--- src/rtl/simd_alu_pkg.sv ---
package simd_alu_pkg;
  typedef enum logic [1:0] {
    LSZ_B = 2'd0,
    LSZ_H = 2'd1,
    LSZ_W = 2'd2,
    LSZ_X = 2'd3
  } lsz_e;

  typedef enum logic [3:0] {
    OP_ADD  = 4'd0,
    OP_SUB  = 4'd1,
    OP_ADDS = 4'd2,
    OP_SUBS = 4'd3,
    OP_ADDU = 4'd4,
    OP_SUBU = 4'd5,
    OP_CGT  = 4'd6,
    OP_CEQ  = 4'd7,
    OP_MAX  = 4'd8,
    OP_MIN  = 4'd9,
    OP_ABS  = 4'd10,
    OP_ADSB = 4'd11,
    OP_AND  = 4'd12,
    OP_OR   = 4'd13,
    OP_XOR  = 4'd14,
    OP_NOR  = 4'd15
  } op_e;
endpackage

--- src/rtl/simd_lane_op.sv ---
module simd_lane_op
  import simd_alu_pkg::*;
#(
  parameter int W = 16
) (
  input  op_e          op,
  input  logic         odd,
  input  logic [W-1:0] a,
  input  logic [W-1:0] b,
  output logic [W-1:0] y
);
  localparam logic [W-1:0] SMAX = {1'b0, {(W-1){1'b1}}};
  localparam logic [W-1:0] SMIN = {1'b1, {(W-1){1'b0}}};

  logic [W:0]   usum, udif, ssum, sdif;
  logic         gt, eq;
  logic [W-1:0] negb, absb;

  always_comb begin
    usum = {1'b0, a} + {1'b0, b};
    udif = {1'b0, a} - {1'b0, b};
    ssum = {a[W-1], a} + {b[W-1], b};
    sdif = {a[W-1], a} - {b[W-1], b};
    gt   = $signed(a) > $signed(b);
    eq   = (a == b);
    negb = '0 - b;
    absb = b[W-1] ? ((b == SMIN) ? SMAX : negb) : b;
  end

  always_comb begin
    case (op)
      OP_ADD:  y = usum[W-1:0];
      OP_SUB:  y = udif[W-1:0];
      OP_ADDS: y = (ssum[W] != ssum[W-1]) ? (ssum[W] ? SMIN : SMAX) : ssum[W-1:0];
      OP_SUBS: y = (sdif[W] != sdif[W-1]) ? (sdif[W] ? SMIN : SMAX) : sdif[W-1:0];
      OP_ADDU: y = usum[W] ? '1 : usum[W-1:0];
      OP_SUBU: y = udif[W] ? '0 : udif[W-1:0];
      OP_CGT:  y = gt ? '1 : '0;
      OP_CEQ:  y = eq ? '1 : '0;
      OP_MAX:  y = gt ? a : b;
      OP_MIN:  y = gt ? b : a;
      OP_ABS:  y = absb;
      OP_ADSB: y = odd ? usum[W-1:0] : udif[W-1:0];
      default: y = '0;
    endcase
  end
endmodule

--- src/rtl/simd_lane_bank.sv ---
module simd_lane_bank
  import simd_alu_pkg::*;
#(
  parameter int DATA_W = 128,
  parameter int W      = 16
) (
  input  op_e               op,
  input  logic [DATA_W-1:0] a,
  input  logic [DATA_W-1:0] b,
  output logic [DATA_W-1:0] y
);
  localparam int LANES = DATA_W / W;

  for (genvar i = 0; i < LANES; i++) begin : g_lane
    localparam logic ODD = ((i % 2) == 1);
    simd_lane_op #(.W(W)) u_op (
      .op  (op),
      .odd (ODD),
      .a   (a[i*W +: W]),
      .b   (b[i*W +: W]),
      .y   (y[i*W +: W])
    );
  end
endmodule

--- src/rtl/simd_op_decode.sv ---
module simd_op_decode
  import simd_alu_pkg::*;
(
  input  op_e  op,
  input  lsz_e lsz,
  output logic legal,
  output logic bitwise
);
  always_comb begin
    bitwise = (op == OP_AND) || (op == OP_OR) || (op == OP_XOR) || (op == OP_NOR);
    if (bitwise)
      legal = 1'b1;
    else if (lsz == LSZ_X)
      legal = 1'b0;
    else if (op == OP_MAX || op == OP_MIN || op == OP_ABS)
      legal = (lsz != LSZ_B);
    else if (op == OP_ADSB)
      legal = (lsz == LSZ_H);
    else
      legal = 1'b1;
  end
endmodule

--- src/rtl/simd_lane_alu.sv ---
module simd_lane_alu
  import simd_alu_pkg::*;
#(
  parameter int DATA_W = 128,
  parameter int IDX_W  = 5
) (
  input  logic              clk,
  input  logic              rst,
  input  logic              valid_i,
  input  logic [3:0]        op_i,
  input  logic [1:0]        lsz_i,
  input  logic [IDX_W-1:0]  dst_i,
  input  logic [DATA_W-1:0] rs_i,
  input  logic [DATA_W-1:0] rt_i,
  output logic              valid_o,
  output logic              wen_o,
  output logic              illegal_o,
  output logic [DATA_W-1:0] result_o
);
  op_e  op;
  lsz_e lsz;
  logic legal, bitwise;
  logic [DATA_W-1:0] r8, r16, r32, rbit, rsel;

  assign op  = op_e'(op_i);
  assign lsz = lsz_e'(lsz_i);

  simd_op_decode u_dec (
    .op      (op),
    .lsz     (lsz),
    .legal   (legal),
    .bitwise (bitwise)
  );

  simd_lane_bank #(.DATA_W(DATA_W), .W(8))  u_b8  (.op(op), .a(rs_i), .b(rt_i), .y(r8));
  simd_lane_bank #(.DATA_W(DATA_W), .W(16)) u_b16 (.op(op), .a(rs_i), .b(rt_i), .y(r16));
  simd_lane_bank #(.DATA_W(DATA_W), .W(32)) u_b32 (.op(op), .a(rs_i), .b(rt_i), .y(r32));

  always_comb begin
    case (op)
      OP_AND:  rbit = rs_i & rt_i;
      OP_OR:   rbit = rs_i | rt_i;
      OP_XOR:  rbit = rs_i ^ rt_i;
      default: rbit = ~(rs_i | rt_i);
    endcase
    if (bitwise)
      rsel = rbit;
    else begin
      case (lsz)
        LSZ_B:   rsel = r8;
        LSZ_H:   rsel = r16;
        LSZ_W:   rsel = r32;
        default: rsel = '0;
      endcase
    end
  end

  always_ff @(posedge clk) begin
    if (rst) begin
      valid_o   <= 1'b0;
      wen_o     <= 1'b0;
      illegal_o <= 1'b0;
      result_o  <= '0;
    end else begin
      valid_o   <= valid_i;
      wen_o     <= valid_i && legal && (dst_i != '0);
      illegal_o <= valid_i && !legal;
      result_o  <= (valid_i && legal) ? rsel : '0;
    end
  end
endmodule

--- config.mk ---
export PLATFORM = sky130hd
export DESIGN_NAME = simd_lane_alu
export DESIGN_NICKNAME = d
export VERILOG_FILES = /design/src/rtl/simd_alu_pkg.sv /design/src/rtl/simd_lane_op.sv /design/src/rtl/simd_lane_bank.sv /design/src/rtl/simd_op_decode.sv /design/src/rtl/simd_lane_alu.sv
export SDC_FILE = /design/constraint.sdc
export NUM_CORES = 2
export LEC_CHECK = 0
export BUFFER_PORTS_ARGS = -buffer_cell sky130_fd_sc_hd__buf_2
export CAP_MARGIN = 0
export CORE_MARGIN = 4
export CORE_UTILIZATION = 29
export DETAILED_ROUTE_END_ITERATION = 8
export PLACE_DENSITY_LB_ADDON = 0.2
export REMOVE_ABC_BUFFERS = 1
export SLEW_MARGIN = 20
export SYNTH_ARGS = -nofsm -noshare
export SYNTH_HDL_FRONTEND = slang
export SYNTH_HIERARCHICAL = 1
export SYNTH_SLANG_ARGS = --single-unit
--- constraint.sdc ---
create_clock -name clk -period 7.35 [get_ports clk]
set_input_delay 1.47 -clock clk [delete_from_list [all_inputs] [get_ports clk]]
set_output_delay 1.47 -clock clk [all_outputs]
set_load 0.005 [all_outputs]
==> summary.txt <==
OUTCOME
----------------------------------------------------------------------------------------------------
Result of the run                                                                       finished, final reports clean

SYNTH
----------------------------------------------------------------------------------------------------
Netlist cell types                                                                               123
Synth Instances                                                                               13,665
Synth Area per Inst                                                                        6.88 um^2
Most frequently used flop master after synthesis                                             dfxtp_1
Adder-cell share of the synthesized area                                                       15.2%
Post-synthesis async set-or-reset flop share                                                      0%
Post-Syn Area                                                                            0.0941 mm^2
Post-synthesis sequential element count                                                          131
Yosys warning count                                                                                6
Parity-gate share of the synthesized area counting xor and xnor cells                          7.15%
Number of synthesized flops with an enable pin                                                     0
Compound-gate portion of the synthesized area                                                  37.1%
Synthesized-area fraction occupied by and/or/nand/nor cells                                    25.1%
Share of cell area taken by muxes after synthesis                                              3.98%
Combinational family with the most area after synthesis                                 compound AO/OA/AOI/OAI gates
Register area share after synthesis                                                            2.79%

GLOBAL ROUTING
----------------------------------------------------------------------------------------------------
Pin count of the biggest net entering global routing                                             126
Overflow left after global routing                                                                 0
First-pass GRT wire length                                                                697,000 um
Via count of the first global-routing pass                                                   104,151
Gr usage total                                                                                 26.8%
Initial antenna violation count                                                                   44

CLOCKING
----------------------------------------------------------------------------------------------------
Post-cts repair resize count                                                                       0
H-tree lvl count                                                                                   4
Clock-pin slew reported for the worst setup and hold paths after clock tree synthesis        0.11 ns
Number of buffers added by the clock tree synthesis step                                          21
Root Buffer                                                                                clkbuf_16
Setup repair bufs after CTS                                                                        0
Count of clock tree sinks                                                                        131
CTS tree                                                                                        done
CTS max path bufs                                                                                  3
Cts hold-fix bufs                                                                                  0

WORST SETUP PATH
----------------------------------------------------------------------------------------------------
Sort of element at the start of the critical path                                       primary input
Slowest cell on crit path                                                                   o311ai_0
Required time reported for the critical path endpoint                                        7.83 ns
Largest delay share family, worst path                                                  compound AO/OA/AOI/OAI gates
Maximum single-stage delay on the critical path                                              0.97 ns
Crit path max fanout                                                                              11
Kind of critical path                                                                   primary input to flip-flop
Endpoint class of the critical path                                                        flip-flop
Worst path cell trace                                                                   buf_2, inv_1, ha_1, nor2b_1, o311ai_0, o21ai_0, o2111ai_1, nand2_1, a21boi_2, o21a_1, a41oi_1, buf_4, a311oi_1, nand4_1, mux2i_1, a2bb2oi_1, o32ai_1
Worst path bufs/invs                                                                               3
Crit path DAT                                                                                6.81 ns

DIE
----------------------------------------------------------------------------------------------------
Die span in x                                                                                 578 um
Number of cell rows                                                                              208
Num ports                                                                                        401
Overall die height                                                                            578 um
Initial standard-cell utilization of the core                                                  29.2%
Total core area                                                                           0.322 mm^2
Full die area                                                                             0.334 mm^2

STA
----------------------------------------------------------------------------------------------------
Share of the clock period used by the worst path after layout                                  86.2%
Tmin final                                                                                   6.33 ns
Sum of negative setup slack                                                                     0 ns
Pin slew with the least headroom to its limit                                                1.28 ns
Setup-violating endpoint count in the final report                                                 0
Relative slew slack                                                                            14.3%
Final slew viol count                                                                              0
Setup repair after global routing missed its margin                                            false
Achievable frequency                                                                       0.158 GHz
Total count of hold-check failures in the final report                                             0

FINAL LAYOUT
----------------------------------------------------------------------------------------------------
Fraction of layout instances using a drive strength above 1                                    11.1%
Final core area utilization                                                                    31.7%
Net count, final                                                                              15,168
Layout overhead on the synthesized area                                                        8.43%

POWER AND IR DROP
----------------------------------------------------------------------------------------------------
Comb pwr share                                                                                 80.9%
Switch share                                                                                   58.7%
Share of power burned in registers                                                              7.3%
VDD IR max                                                                                    133 uV
Static leakage power                                                                         42.5 nW
Clk pwr share                                                                                  11.8%
Total design power                                                                          0.0108 W
Pwr/cell area                                                                            106 mW/mm^2
Cell Int Power                                                                             0.00445 W
Reported net switching power                                                               0.00634 W

DRT
----------------------------------------------------------------------------------------------------
Residual antenna-violating net count after detailed routing                                        0
DRC violation count after routing                                                                  0
TritonRoute pass-1 iters                                                                           7
Detailed Route WL                                                                         478,000 um
Count of routing violations after the opening detailed-route iteration                        13,784
Via total after detailed routing                                                             111,828
Vias per inst                                                                                   6.17
Wire length per cell after detailed routing                                                  26.4 um

PLACEMENT
----------------------------------------------------------------------------------------------------
Port-buffer cells                                                                                400
DP HPWL                                                                                   359,000 um
Weighted congestion reported at the end of routability-driven placement                        0.991

FLOW RUN
----------------------------------------------------------------------------------------------------
Number of violations of the max-capacitance limit                                                  0

HOLD PATH
----------------------------------------------------------------------------------------------------
Path type of the worst min-delay path                                                   primary input to flip-flop

[layout make-up]
| class | count | area (um^2) |
|---|---|---|
| fill | 35681 | 220000 |
| multi-input combinational | 11663 | 83500 |
| tap | 4305 | 5390 |
| timing repair buffer | 800 | 5320 |
| inverter | 1173 | 4400 |
| sequential | 131 | 2620 |
| clock buffer | 27 | 568 |
| clock inverter | 5 | 80.1 |
| antenna | 31 | 77.6 |
[path summary, 6_finish.rpt]
| kind | from | to | slack (ns) | cells past startpoint |
|---|---|---|---|---|
| hold / removal | dst_i[4] | wen_o | 1.05 | 3 |
| setup / recovery | rt_i[97] | result_o[108] | 1.02 | 17 |
[logic make-up after synthesis]
logic type,count (synthesis)
DFF,131
other,6
AOI/OAI and AO/OA,4808
adders and majority gates,1110
buffers and inverters,1922
muxes,363
xor gates and xnor gates,762
and+or+nand+nor,4563
[placed cells by master, fill, tap and decap left out, drive strengths merged, types with 75 or more instances in the layout]
cell | netlist | final
mux2 | 86 | 86
nor3 | 333 | 333
nand2b | 229 | 229
a21o | 132 | 132
mux2i | 277 | 277
a31oi | 112 | 112
nor2 | 1109 | 1109
a221oi | 81 | 81
nor3b | 119 | 119
a211o | 75 | 75
ha | 1052 | 1052
xnor2 | 648 | 648
o21a | 271 | 271
xor2 | 114 | 114
o21bai | 100 | 100
o22ai | 78 | 78
a211oi | 160 | 160
a2bb2oi | 134 | 134
or4 | 108 | 108
nand3 | 389 | 389
buf | 395 | 800
nor2b | 280 | 280
or2 | 130 | 130
inv | 1172 | 1172
o31a | 88 | 88
o2111ai | 103 | 103
a21oi | 1261 | 1261
o31ai | 128 | 128
nand2 | 1015 | 1015
and2 | 85 | 85
a2111oi | 170 | 170
o21ai | 908 | 908
o32ai | 133 | 133
nand4 | 290 | 290
or3 | 134 | 134
o211ai | 190 | 190
nor4 | 120 | 120
dfxtp | 131 | 131
[through the flow]
stage	instances	area, um^2	setup slack (ns)	hold slack, ns
detailed placement	18072	101000	0.796	1.73
CTS	18104	102000	1.48	0.993
finish	18135	102000	1.02	1.05
global route	18120	102000	1.17	1.06
global placement	18072	101000	0.844	1.72
floorplan	12967	90500	1.14	1.56
[cells in the mapped netlist (111+ instances only)]
cell type     n  share of area (%)
or2_2       123               0.82
clkbuf_1    338                1.3
nand2b_1    229                1.5
nand2_1     999                4.0
nor2b_1     279                1.9
a21o_1      132                1.1
dfxtp_1     131                2.8
a21oi_1    1234                6.6
ha_1       1052                 14
nor4_1      116               0.77
o21ai_0     819                4.4
or3_1       126               0.84
nand4_1     290                1.9
a31oi_1     111               0.74
nor3_1      329                1.8
xnor2_1     645                6.0
inv_1      1172                4.7
nand3_1     366                1.9
a2bb2oi_1   134                1.2
nor2_1     1075                4.3
xor2_1      114                1.1
o32ai_1     133                1.2
o21a_1      268                2.1
o211ai_1    173                1.4
mux2i_1     277                2.9
a211oi_1    140                1.1
buf_2       274                1.5
[power by group through the flow]
stage | Sequential (W) | Clock [W] | Combinational, W
after floorplan | 0.000776 | 0 | 0.00546
after global placement | 0.000803 | 0 | 0.00853
after detailed placement | 0.000800 | 0 | 0.00846
after CTS | 0.000785 | 0.00133 | 0.00851
after global routing | 0.000786 | 0.00131 | 0.00933
final | 0.000785 | 0.00127 | 0.00874
[layer usage]
metal | global-route usage (%) | vias to the layer above | wire [um]
met5 | 0 | - | 58
met3 | 3.54 | 915 | 38500
met4 | 10.2 | 10 | 19600
li1 | - | 50939 | -
met2 | 42.1 | 5762 | 209000
met1 | 37.1 | 54202 | 211000
[flip-flops by register name, summed over array words and instances (netlist names)]
name / flops
result_o: 128
illegal_o: 1
valid_o: 1
wen_o: 1
Power figures use the tool's default switching activity.
